===== config.mk =====
export PLATFORM = sky130hd
export DESIGN_NAME = atomchk_top
export DESIGN_NICKNAME = d
export VERILOG_FILES = /design/src/rtl/atomchk_pkg.sv /design/src/rtl/atomchk_field_sel.sv /design/src/rtl/atomchk_cause.sv /design/src/rtl/atomchk_top.sv
export SDC_FILE = /design/constraint.sdc
export NUM_CORES = 1
export LEC_CHECK = 0
export ABC_AREA = 1
export CORE_AREA = 2 2 39 41
export DETAILED_ROUTE_END_ITERATION = 7
export DIE_AREA = 0 0 41 43
export DONT_BUFFER_PORTS = 1
export PLACE_DENSITY = 0.58
export SETUP_SLACK_MARGIN = 0.02
export SYNTH_ARGS = -nofsm -noshare
export SYNTH_HDL_FRONTEND = slang
export SYNTH_SLANG_ARGS = --single-unit

===== constraint.sdc =====
create_clock -name clk -period 1.1 [get_ports clk]
set_clock_uncertainty 0.05 [all_clocks]
set_input_delay 0.11 -clock clk [delete_from_list [all_inputs] [get_ports clk]]
set_output_delay 0.11 -clock clk [all_outputs]
set_load 0.03 [all_outputs]

===== src/rtl/atomchk_pkg.sv =====
`timescale 1ns/1ps
package atomchk_pkg;
  localparam int ATTR_W = 3;

  localparam logic [ATTR_W-1:0] ATTR_BYPASS  = 3'd0;
  localparam logic [ATTR_W-1:0] ATTR_WTHRU   = 3'd1;
  localparam logic [ATTR_W-1:0] ATTR_WBACK   = 3'd2;
  localparam logic [ATTR_W-1:0] ATTR_ISOLATE = 3'd3;

  localparam logic KIND_CSTORE = 1'b0;
  localparam logic KIND_EXCL   = 1'b1;

  // policy field index for an attribute class
  function automatic logic [1:0] attr_field_idx(input logic [ATTR_W-1:0] a);
    case (a)
      ATTR_WTHRU: return 2'd1;
      ATTR_WBACK: return 2'd2;
      default:    return 2'd0;
    endcase
  endfunction

  // attribute classes that are governed by a policy field
  function automatic logic attr_has_policy(input logic [ATTR_W-1:0] a);
    return (a == ATTR_BYPASS) || (a == ATTR_WTHRU) || (a == ATTR_WBACK);
  endfunction
endpackage


===== src/rtl/atomchk_field_sel.sv =====
`timescale 1ns/1ps
module atomchk_field_sel #(
  parameter int FIELD_W    = 2,
  parameter int NUM_FIELDS = 3,
  localparam int CTRL_W    = FIELD_W * NUM_FIELDS,
  localparam int IDX_W     = (NUM_FIELDS > 1) ? $clog2(NUM_FIELDS) : 1
) (
  input  logic [CTRL_W-1:0]  ctrl,
  input  logic [IDX_W-1:0]   idx,
  output logic [FIELD_W-1:0] field
);
  logic [FIELD_W-1:0] fields [NUM_FIELDS];

  for (genvar g = 0; g < NUM_FIELDS; g++) begin : g_unpack
    assign fields[g] = ctrl[g*FIELD_W +: FIELD_W];
  end

  always_comb begin
    field = '0;
    for (int i = 0; i < NUM_FIELDS; i++) begin
      if (idx == IDX_W'(i)) field = fields[i];
    end
  end
endmodule


===== src/rtl/atomchk_cause.sv =====
`timescale 1ns/1ps
module atomchk_cause
  import atomchk_pkg::*;
#(
  parameter int CAUSE_W                  = 6,
  parameter int FIELD_W                  = 2,
  parameter logic [CAUSE_W-1:0] C_LSERR  = 6'd3,
  parameter logic [CAUSE_W-1:0] C_EXCL   = 6'd23,
  parameter logic [CAUSE_W-1:0] C_STPROH = 6'd29
) (
  input  logic [CAUSE_W-1:0] xlat_code,
  input  logic               rd_ok,
  input  logic               wr_ok,
  input  logic [ATTR_W-1:0]  attr_eff,
  input  logic               kind,
  input  logic [FIELD_W-1:0] field,
  output logic               fault,
  output logic [CAUSE_W-1:0] cause,
  output logic               xlat_hit,
  output logic               stproh_hit,
  output logic               isolate_hit,
  output logic               policy_hit
);
  // reasons in strict priority order, each masked by the ones above
  assign xlat_hit    = |xlat_code;
  assign stproh_hit  = !xlat_hit && (kind == KIND_CSTORE) && !(rd_ok && wr_ok);
  assign isolate_hit = !xlat_hit && !stproh_hit && (attr_eff == ATTR_ISOLATE);
  assign policy_hit  = !xlat_hit && !stproh_hit && attr_has_policy(attr_eff)
                       && (field == '0);

  always_comb begin
    fault = 1'b1;
    if (xlat_hit)         cause = xlat_code;
    else if (stproh_hit)  cause = C_STPROH;
    else if (isolate_hit) cause = C_LSERR;
    else if (policy_hit)  cause = (kind == KIND_EXCL) ? C_EXCL : C_LSERR;
    else begin
      fault = 1'b0;
      cause = '0;
    end
  end
endmodule


===== src/rtl/atomchk_top.sv =====
`timescale 1ns/1ps
module atomchk_top
  import atomchk_pkg::*;
#(
  parameter int CAUSE_W                        = 6,
  parameter int FIELD_W                        = 2,
  parameter int NUM_FIELDS                     = 3,
  parameter logic [CAUSE_W-1:0] CAUSE_LS_ERR   = 6'd3,
  parameter logic [CAUSE_W-1:0] CAUSE_EXCL_ERR = 6'd23,
  parameter logic [CAUSE_W-1:0] CAUSE_ST_PROH  = 6'd29,
  localparam int CTRL_W = FIELD_W * NUM_FIELDS,
  localparam int IDX_W  = (NUM_FIELDS > 1) ? $clog2(NUM_FIELDS) : 1
) (
  input  logic               clk,
  input  logic               rst_n,
  input  logic               req_valid,
  input  logic [CAUSE_W-1:0] xlat_code,
  input  logic               page_read,
  input  logic               page_write,
  input  logic [ATTR_W-1:0]  cache_attr,
  input  logic               dcache_present,
  input  logic               acc_excl,
  input  logic               acc_write,
  input  logic [CTRL_W-1:0]  atom_ctrl,
  output logic               res_valid,
  output logic               res_fault,
  output logic [CAUSE_W-1:0] res_cause
);
  logic [ATTR_W-1:0]  attr_eff;
  logic [IDX_W-1:0]   fidx;
  logic [FIELD_W-1:0] field;
  logic               fault_d;
  logic [CAUSE_W-1:0] cause_d;
  logic               xlat_hit, stproh_hit, isolate_hit, policy_hit;
  logic               unused_acc_write;

  assign unused_acc_write = acc_write;

  // without a data cache every page is checked as bypass
  assign attr_eff = dcache_present ? cache_attr : ATTR_BYPASS;
  assign fidx     = IDX_W'(attr_field_idx(attr_eff));

  atomchk_field_sel #(
    .FIELD_W(FIELD_W), .NUM_FIELDS(NUM_FIELDS)
  ) u_sel (
    .ctrl(atom_ctrl), .idx(fidx), .field(field)
  );

  atomchk_cause #(
    .CAUSE_W(CAUSE_W), .FIELD_W(FIELD_W),
    .C_LSERR(CAUSE_LS_ERR), .C_EXCL(CAUSE_EXCL_ERR), .C_STPROH(CAUSE_ST_PROH)
  ) u_cause (
    .xlat_code(xlat_code), .rd_ok(page_read), .wr_ok(page_write),
    .attr_eff(attr_eff), .kind(acc_excl), .field(field),
    .fault(fault_d), .cause(cause_d),
    .xlat_hit(xlat_hit), .stproh_hit(stproh_hit),
    .isolate_hit(isolate_hit), .policy_hit(policy_hit)
  );

  always_ff @(posedge clk or negedge rst_n) begin
    if (!rst_n) begin
      res_valid <= 1'b0;
      res_fault <= 1'b0;
      res_cause <= '0;
    end else begin
      res_valid <= req_valid;
      if (req_valid) begin
        res_fault <= fault_d;
        res_cause <= cause_d;
      end
    end
  end

  AST_RESULT_NEXT: assert property (@(posedge clk) disable iff (!rst_n)
    req_valid |=> res_valid) else $error("result missing");
  AST_NO_SPURIOUS: assert property (@(posedge clk) disable iff (!rst_n)
    !req_valid |=> !res_valid) else $error("spurious result");
  AST_HOLD_IDLE: assert property (@(posedge clk) disable iff (!rst_n)
    !req_valid |=> $stable(res_fault) && $stable(res_cause))
    else $error("verdict changed while idle");
  AST_XLAT_FIRST: assert property (@(posedge clk) disable iff (!rst_n)
    req_valid && xlat_hit |=> res_fault && res_cause == $past(xlat_code))
    else $error("translation cause lost");
  AST_ISOLATE_TRAP: assert property (@(posedge clk) disable iff (!rst_n)
    req_valid && isolate_hit |=> res_fault && res_cause == CAUSE_LS_ERR)
    else $error("isolate not trapped");
  AST_ONE_REASON: assert property (@(posedge clk) disable iff (!rst_n)
    req_valid |-> $onehot0({xlat_hit, stproh_hit, isolate_hit, policy_hit}))
    else $error("overlapping reasons");
  AST_CLEAN_PASS: assert property (@(posedge clk) disable iff (!rst_n)
    res_valid && !res_fault |-> res_cause == '0)
    else $error("cause on accepted access");
endmodule


==> results.sh, run 1 <==
export IMPL_cp_max_fo=6
export IMPL_viasPerCell=4.56
export IMPL_cp_start_kind="primary input"
export IMPL_cts_resized=0
export IMPL_cpPeakStageDelay_ns=0.63
export IMPL_hold_class="in2reg"
export IMPL_die_h_microns=43
export IMPL_crit_type="in2reg"
export IMPL_rsz0062_at_grt="no"
export IMPL_drc_errors=0
export IMPL_vias=447
export IMPL_synth_common_cells="nand2_1 (17), nor2_1 (11), dfrtp_1 (8)"
export IMPL_r2r_end="res_cause[0]"
export IMPL_worstSetupEndpointType="flip-flop"
export IMPL_final_period_utilization=0.948
export IMPL_crit_end="res_cause[0]"
export IMPL_gr_usage_all_layers=0.140
export IMPL_reg2regPathDepth=3
export IMPL_drtPass1Iterations=3
export IMPL_core_sq_um=1380
export IMPL_cp_cell_sequence="dlygate4sd3_1 -> or2_2 -> nand2_1 -> inv_1"
export IMPL_crit_required_ns=1.19
export IMPL_synth_edf_count=0
export IMPL_period_needed_ns=1.04
export IMPL_tns_ns=0
export IMPL_layout_nets=107
export IMPL_yosysSeqAreaShare=0.385
export IMPL_r2r_start="res_cause[0]"
export IMPL_path_clk_slew_ns=0.05
export IMPL_clockBufferDepth=2
export IMPL_io_buffers=0
export IMPL_p_leak_uw=0.000314
export IMPL_grt_antenna_before_repair=0
export IMPL_r2r_slack_ns=0.19
export IMPL_crit_cells=4
export IMPL_cts_setup_buffers=0
export IMPL_initial_utilization=0.376
export IMPL_setup_ws_ns=0.0570
export IMPL_grt_pass1_wl_microns=1620
export IMPL_tightest_slew_ns=0.346
export IMPL_critPathArrivalTime_ns=1.14
export IMPL_placed_cell_area_sq_um=586
export IMPL_drive_above_1_share=0.280
export IMPL_synth_nets=92
export IMPL_wl_per_cell_microns=10.4
export IMPL_cts_root_buf="clkbuf_4"
export IMPL_synth_top_area_share=0.385
export IMPL_gp_congestion=0.662
export IMPL_grt_overflow=0
export IMPL_status="complete, no violations"
export IMPL_grt_pass1_vias=417
export IMPL_drv_slew=0
export IMPL_syn_to_final_growth_pct=24.5
export IMPL_async_reset_ff_frac=1.00
export IMPL_slew_headroom=0.769
export IMPL_syn_instance_count=69
export IMPL_wirelength_microns=1020
export IMPL_synth_flop_cell="dfrtp_1"
export IMPL_hold_viol_final=0
export IMPL_drt_iter0_drc=3
export IMPL_synth_distinct_cells=16
export IMPL_avgSynthCellArea_sq_um=7.54
export IMPL_htree_levels=1
export IMPL_ys_warn_count=0
export IMPL_fmax_ghz=0.959
export IMPL_die_w_microns=41
export IMPL_path_delay_family="buffers and inverters"
export IMPL_antennaDiodeCount=0
export IMPL_setup_viol=0
export IMPL_synth_most_common_cell="nand2_1"
export IMPL_grt_max_degree=9
export IMPL_cpMaxStageDelayCell="dlygate4sd3_1"
export IMPL_dp_hpwl_microns=812
export IMPL_yosysTopAreaCell="dfrtp_1"
export IMPL_maxCapViolations=0
export IMPL_cts_hold_buf=4
export IMPL_powerDensity_nw_per_um2=1100
export IMPL_clk_latency_ns=0.25
export IMPL_worst_ir_drop_vdd_v=0.000679
export IMPL_cts_tree="built"
export IMPL_preCtsSetupSlack_ns=0.191
export IMPL_ys_top_cells_by_area="dfrtp_1 (38%), nand2_1 (12%), nor2_4 (8.7%)"
export IMPL_drtAntennaViolNets=0
export IMPL_path_buf_inv=2
export IMPL_synthesis_area_sq_um=520
export IMPL_rows=14
export IMPL_cts_buffers=3
export IMPL_cts_sinks=8
export IMPL_crit_path_start="req_valid"
export IMPL_die_area_sq_um=1760
export IMPL_io_pins=31
export IMPL_synth_seq_cells=8
export IMPL_post_route_cell_area_sq_um=648
power breakdown:
part           internal, uW  switching, uW
Combinational          64.1           93.3
Sequential              317           22.4
Clock                   124           89.8
cells in the final DEF (no fill, tap or decap):
cell           instances
dlygate4sd3_1          4
or2_2                  3
clkbuf_4               3
inv_1                  7
nand3_1                7
a21oi_1                1
dfrtp_1                8
nand3_2                2
buf_4                  6
inv_2                  1
nor2_1                11
nor2_4                 4
nand2_1               17
o21ai_1                1
o21bai_1               1
clkinv_1               1
nor3_1                 1
nand4_4                1
nand2_2                3
through the flow:
step / utilization / std cells / hold slack, ns / total power [uW]
2_1_floorplan: - / 69 / -0.236 / 445
3_3_place_gp: 0.423 / 91 / -0.235 / 482
3_5_place_dp: 0.423 / 91 / -0.235 / 483
4_1_cts: 0.468 / 98 / 0.00489 / 727
5_1_grt: 0.468 / 98 / 0.0226 / 752
6_report: 0.468 / 98 / 0.0102 / 711
registers in the layout, indices dropped and copies added, names as in the netlist:
| register | count |
|---|---|
| res_cause | 6 |
| res_fault | 1 |
| res_valid | 1 |
worst register-to-register path: stages, from the launching register on:
cell and delay [ns]:
dfrtp_1 0.37, or2_2 0.29, nand2_1 0.07, inv_1 0.04
cell families after synthesis:
| group | Yosys count | share of synthesized area |
|---|---|---|
| AND/OR/NAND/NOR | 49 | 0.517 |
| AO/OA/AOI/OAI | 3 | 0.0336 |
| buffers and inverters | 9 | 0.0649 |
| flip-flops | 8 | 0.385 |
area by class of cell:
type                       count  area [sq um]
clock buffer                   3          22.5
multi-input combinational     52           287
tap                           16          20.0
inverter                       9          33.8
sequential                     8           200
timing repair buffer          10          85.1
fill                         153           736
layer usage:
metal	track usage	wire, microns	vias to the layer above	part of all wire
met5	0	0	-	0
met4	0.100	12	0	0.012
met3	0.0209	73	2	0.072
met2	0.213	525	13	0.52
met1	0.169	405	190	0.40
li1	-	-	242	-
how the worst min path moves through the flow:
stage	end	from	cells after the start
2_1_floorplan	res_cause[0]	rst_n	0
3_3_place_gp	res_cause[2]	rst_n	0
3_5_place_dp	res_cause[2]	rst_n	0
4_1_cts	res_cause[2]	req_valid	3
5_1_grt	res_cause[3]	xlat_code[3]	2
6_report	res_cause[2]	req_valid	3
Note: power is estimated with default switching activity, not from simulation.
==> run 2, diff against run 1 <==
--- a/config.mk
+++ b/config.mk
@@ -11,7 +11,7 @@
 export DIE_AREA = 0 0 41 43
 export DONT_BUFFER_PORTS = 1
 export PLACE_DENSITY = 0.58
-export SETUP_SLACK_MARGIN = 0.02
+export SETUP_SLACK_MARGIN = 0.4
 export SYNTH_ARGS = -nofsm -noshare
 export SYNTH_HDL_FRONTEND = slang
 export SYNTH_SLANG_ARGS = --single-unit
==> run 2 against run 1 <==
  * The run now ends with negative hold slack left
  * Final cell count down 2.0%
  * Global-route usage up 2.5 points
  * Die area unchanged
  * Register-to-register slack better by 0.02 ns
  * Worst hold slack worse by 0.020 ns
  * Flip-flop and latch count unchanged
  * Clock power up 9.8%
  * Cell area up 6.8%
  * First-iteration DRC count up 33%
  * Setup slack better by 0.085 ns
  * Largest cell class unchanged
  * Highest routed layer is now met3
==> results.sh, run 2 (synthesis gave the netlist of run 1 again) <==
export IMPL_hold_viol_final=1
export IMPL_r2r_slack_ns=0.21
export IMPL_fillCellCount=134
export IMPL_tns_ns=0
export IMPL_slew_headroom=0.758
export IMPL_cp_cell_sequence="buf_6"
export IMPL_r2r_start="res_cause[2]"
export IMPL_critPathArrivalTime_ns=0.80
export IMPL_path_buf_inv=1
export IMPL_clk_latency_ns=0.25
export IMPL_gr_usage_all_layers=0.165
export IMPL_grt_pass1_vias=477
export IMPL_core_sq_um=1380
export IMPL_cts_root_buf="clkbuf_4"
export IMPL_initial_utilization=0.376
export IMPL_rows=14
export IMPL_maxCapViolations=0
export IMPL_cp_max_fo=2
export IMPL_drv_slew=0
export IMPL_violations="negative hold slack"
export IMPL_reg_largest_list="res_cause: 6 flops, res_fault: 1 flops, res_valid: 1 flops"
export IMPL_wl_per_cell_microns=11.6
export IMPL_worst_ir_drop_vdd_v=0.000561
export IMPL_powerDensity_nw_per_um2=1080
export IMPL_cts_tree="built"
export IMPL_cpPeakStageDelay_ns=0.41
export IMPL_drtAntennaViolNets=0
export IMPL_seq_area_sq_um=210
export IMPL_cts_setup_buffers=0
export IMPL_crit_end="res_cause[2]"
export IMPL_tightest_slew_ns=0.362
export IMPL_syn_to_final_growth_pct=32.9
export IMPL_io_buffers=0
export IMPL_largest_register_ffs=6
export IMPL_final_period_utilization=0.871
export IMPL_hold_slack_ns=-0.00934
export IMPL_fmax_ghz=1.04
export IMPL_io_pins=31
export IMPL_gp_congestion=0.698
export IMPL_die_h_microns=43
export IMPL_worstHoldPathCells=2
export IMPL_drtPass1Iterations=3
export IMPL_multi_input_area_sq_um=320
export IMPL_drive_above_1_share=0.475
export IMPL_grt_pass1_wl_microns=1890
export IMPL_cpMaxStageDelayCell="dfrtp_2"
export IMPL_grt_antenna_before_repair=0
export IMPL_cp_start_kind="flip-flop"
export IMPL_crit_required_ns=0.94
export IMPL_setup_viol=0
export IMPL_instances_no_fill=96
export IMPL_path_clk_slew_ns=0.05
export IMPL_rsz0062_at_grt="yes"
export IMPL_layout_commonest_cell="nand2_1"
export IMPL_die_w_microns=41
export IMPL_wirelength_microns=1120
export IMPL_crit_type="reg2out"
export IMPL_worstSetupEndpointType="output port"
export IMPL_p_leak_uw=0.000322
export IMPL_clockBufferDepth=2
export IMPL_drt_iter0_drc=4
export IMPL_layout_common_cells="nand2_1 (12), nor2_1 (9), dfrtp_2 (8)"
export IMPL_reg2regPathDepth=3
export IMPL_path_delay_family="flip-flops"
export IMPL_layout_nets=104
export IMPL_htree_levels=1
export IMPL_dp_hpwl_microns=862
export IMPL_antennaDiodeCount=0
export IMPL_viasPerCell=4.77
export IMPL_grt_overflow=0
export IMPL_regMostFlops="res_cause"
export IMPL_crit_cells=1
export IMPL_hold_class="in2reg"
export IMPL_drc_errors=0
export IMPL_crit_path_start="res_cause[2]"
export IMPL_status="complete, but fails checks"
export IMPL_cts_buffers=3
export IMPL_grt_max_degree=9
export IMPL_die_area_sq_um=1760
export IMPL_cts_hold_buf=4
export IMPL_vias=458
export IMPL_cts_sinks=8
export IMPL_r2r_end="res_cause[2]"
export IMPL_placed_cells=88
export IMPL_period_needed_ns=0.958
-- run 2: metal layers --
metal | vias up | routed length (microns) | GRT usage
met4 | 0 | 0 | 0.0200
met3 | 0 | 113 | 0.0942
met1 | 202 | 410 | 0.187
met2 | 21 | 591 | 0.266
met5 | - | 0 | 0
li1 | 235 | - | -
-- run 2: timing repair --
item / in CTS / in global routing
setup endpoints to repair: 15 / 15
endpoints found under the hold margin: 13 / 1
cloned: 0 / 0
pin swaps: 3 / 0
gates resized for setup: 7 / 5
-- run 2: worst min path at each step --
| stage | from | to | slack (ns) |
|---|---|---|---|
| CTS | xlat_code[3] | res_cause[3] | -0.02 |
| global placement | rst_n | res_cause[5] | -0.24 |
| detailed placement | rst_n | res_cause[5] | -0.24 |
| floorplan | rst_n | res_cause[0] | -0.24 |
| global route | xlat_code[3] | res_cause[3] | -0.02 |
| finish | xlat_code[3] | res_cause[3] | -0.009 |
-- run 2: per-stage QoR --
step           hold slack (ns)  worst slack, ns  utilization  instance area (sq um)  power [uW]
2_1_floorplan           -0.236            0.162            -                    552         457
3_3_place_gp            -0.235            0.226        0.429                    594         483
6_report              -0.00934            0.142        0.500                    692         750
5_1_grt                -0.0183            0.105        0.500                    692         803
4_1_cts                -0.0164            0.137        0.493                    682         757
3_5_place_dp            -0.235            0.211        0.429                    594         485
-- run 2: layout make-up --
type / count / area share
tap: 16 / 0.0289
multi-input combinational: 52 / 0.463
timing repair buffer: 7 / 0.110
sequential: 8 / 0.304
inverter: 9 / 0.0561
clock buffer: 4 / 0.0380
-- run 2: power by group --
group	total [uW]	leakage [uW]	internal (uW)	switching (uW)
registers	362	0.0000823	321	40.8
logic	153	0.000224	71.3	81.9
clock network	235	0.0000150	139	96.6
==> run 3, diff against run 2 <==
--- a/config.mk
+++ b/config.mk
@@ -12,6 +12,7 @@
 export DONT_BUFFER_PORTS = 1
 export PLACE_DENSITY = 0.58
 export SETUP_SLACK_MARGIN = 0.4
+export SKIP_LAST_GASP = 1
 export SYNTH_ARGS = -nofsm -noshare
 export SYNTH_HDL_FRONTEND = slang
 export SYNTH_SLANG_ARGS = --single-unit
==> constraint.sdc (replaced) <==
create_clock -name clk -period 1.03 [get_ports clk]
set_clock_uncertainty 0.05 [all_clocks]
set_input_delay 0.103 -clock clk [delete_from_list [all_inputs] [get_ports clk]]
set_output_delay 0.103 -clock clk [all_outputs]
set_load 0.03 [all_outputs]
==> run 3 against run 2 <==
  * The run still ends with negative hold slack left
  * Core utilization rose by 1.4 points
  * Via count rose by 3.7%
  * Clock power is 6% higher
  * Die area unchanged
  * Critical path depth did not move
  * Sequential power increased by 4%
  * Worst hold slack worse by 0.063 ns
  * Non-clock buffer count rose by 2
  * Register-to-register slack got worse by 0.06 ns
  * Cell area increased by 2.7%
  * Sequential share of layout area shrank 0.80 points
  * Global-route usage decreased by 1.4 points
  * Critical endpoint is now res_fault
  * Largest power group unchanged
==> results.sh, run 3 (synthesis gave the netlist of run 1 again) <==
export IMPL_cp_max_fo=2
export IMPL_worstSetupEndpointType="output port"
export IMPL_period_needed_ns=0.953
export IMPL_critPathArrivalTime_ns=0.80
export IMPL_layout_nets=106
export IMPL_cts_root_buf="clkbuf_4"
export IMPL_hold_slack_ns=-0.0728
export IMPL_grt_overflow=0
export IMPL_cp_start_kind="flip-flop"
export IMPL_crit_required_ns=0.88
export IMPL_status="complete, but fails checks"
export IMPL_antennaDiodeCount=0
export IMPL_vias=475
export IMPL_r2r_end="res_cause[0]"
export IMPL_rows=14
export IMPL_die_h_microns=43
export IMPL_htree_levels=1
export IMPL_layout_commonest_cell="nand2_1"
export IMPL_violations="negative hold slack"
export IMPL_hold_viol_final=3
export IMPL_grt_max_degree=10
export IMPL_grt_pass1_vias=436
export IMPL_tightest_slew_ns=0.362
export IMPL_drive_above_1_share=0.488
export IMPL_p_leak_uw=0.000333
export IMPL_crit_end="res_fault"
export IMPL_reg_largest_list="res_cause: 6 flops, res_fault: 1 flops, res_valid: 1 flops"
export IMPL_grt_busiest_layer="met2"
export IMPL_regMostFlops="res_cause"
export IMPL_initial_utilization=0.376
export IMPL_io_pins=31
export IMPL_crit_cells=1
export IMPL_cts_buffers=3
export IMPL_reg2regPathDepth=3
export IMPL_path_buf_inv=1
export IMPL_crit_path_start="res_fault"
export IMPL_drt_iter0_drc=2
export IMPL_final_period_utilization=0.925
export IMPL_grt_antenna_before_repair=0
export IMPL_fmax_ghz=1.05
export IMPL_hold_class="in2reg"
export IMPL_clk_latency_ns=0.25
export IMPL_gp_congestion=0.661
export IMPL_layout_common_cells="nand2_1 (13), nor2_1 (10), dfrtp_2 (8)"
export IMPL_wirelength_microns=1080
export IMPL_die_w_microns=41
export IMPL_io_buffers=0
export IMPL_dp_hpwl_microns=870
export IMPL_drtPass1Iterations=4
export IMPL_wl_per_cell_microns=11.0
export IMPL_drv_slew=0
export IMPL_met1_usage=0.180
export IMPL_r2r_start="res_cause[0]"
export IMPL_syn_to_final_growth_pct=36.5
export IMPL_core_sq_um=1380
export IMPL_drtAntennaViolNets=0
export IMPL_use_met3=0.0628
export IMPL_grt_pass1_wl_microns=1750
export IMPL_worst_ir_drop_vdd_v=0.000637
export IMPL_powerDensity_nw_per_um2=1130
export IMPL_cp_cell_sequence="buf_6"
export IMPL_setup_viol=0
export IMPL_grt_use_met2=0.228
export IMPL_cts_tree="built"
export IMPL_tns_ns=0
export IMPL_largest_register_ffs=6
export IMPL_drc_errors=0
export IMPL_clockBufferDepth=2
export IMPL_cpPeakStageDelay_ns=0.41
export IMPL_cpMaxStageDelayCell="dfrtp_2"
export IMPL_gr_usage_all_layers=0.150
export IMPL_path_delay_family="flip-flops"
export IMPL_path_clk_slew_ns=0.05
export IMPL_rsz0062_at_grt="yes"
export IMPL_cts_sinks=8
export IMPL_crit_type="reg2out"
export IMPL_r2r_slack_ns=0.15
export IMPL_viasPerCell=4.85
export IMPL_die_area_sq_um=1760
export IMPL_maxCapViolations=0
export IMPL_slew_headroom=0.758
## run 3: cell types whose count changed in the layout (fill, tap and decap cells not counted), sizes merged
cell	change
dlymetal6s4s	-1
dlygate4sd3	-1
buf	+4
## run 3: area by class of cell
cell class,count,area [sq um]
fill,147,673
multi-input combinational,52,320
sequential,8,210
timing repair buffer,9,95.1
inverter,9,38.8
clock buffer,4,26.3
tap,16,20.0
## run 3: what timing repair did
item,in CTS,in global routing
gates resized for setup,7,5
setup buffers,0,2
setup endpoints to repair,15,15
pin swaps,3,0
endpoints found under the hold margin,15,5
hold buffers,1,1
## run 3: how the worst min path moves through the flow
stage	slack, ns	depth (start not counted)	start	to
after detailed placement	-0.24	0	rst_n	res_cause[5]
final	-0.07	2	xlat_code[5]	res_cause[5]
after global routing	-0.08	2	xlat_code[5]	res_cause[5]
after CTS	-0.18	0	req_valid	res_valid
after floorplan	-0.24	0	rst_n	res_cause[0]
after global placement	-0.24	0	rst_n	res_cause[5]
## run 3: power by group
group / leakage (uW) / total (uW) / internal, uW / switching, uW
Clock: 0.0000150 / 248 / 148 / 99.9
Sequential: 0.0000823 / 378 / 343 / 34.6
Combinational: 0.000235 / 178 / 81.9 / 95.6
## run 3: per-layer routing
metal | vias up | share of wire
met5 | - | 0
met4 | 0 | 0.013
met3 | 2 | 0.087
met2 | 20 | 0.51
met1 | 212 | 0.38
li1 | 241 | -
## run 3: per-stage QoR
stage | instance area (sq um) | power (uW) | utilization | setup slack, ns | std cells
after detailed placement | 609 | 523 | 0.440 | 0.135 | 90
final | 711 | 803 | 0.514 | 0.0768 | 98
after global placement | 609 | 521 | 0.440 | 0.164 | 90
after global routing | 711 | 862 | 0.514 | 0.0446 | 98
after CTS | 668 | 802 | 0.483 | 0.0727 | 95
after floorplan | 552 | 488 | - | 0.0918 | 69
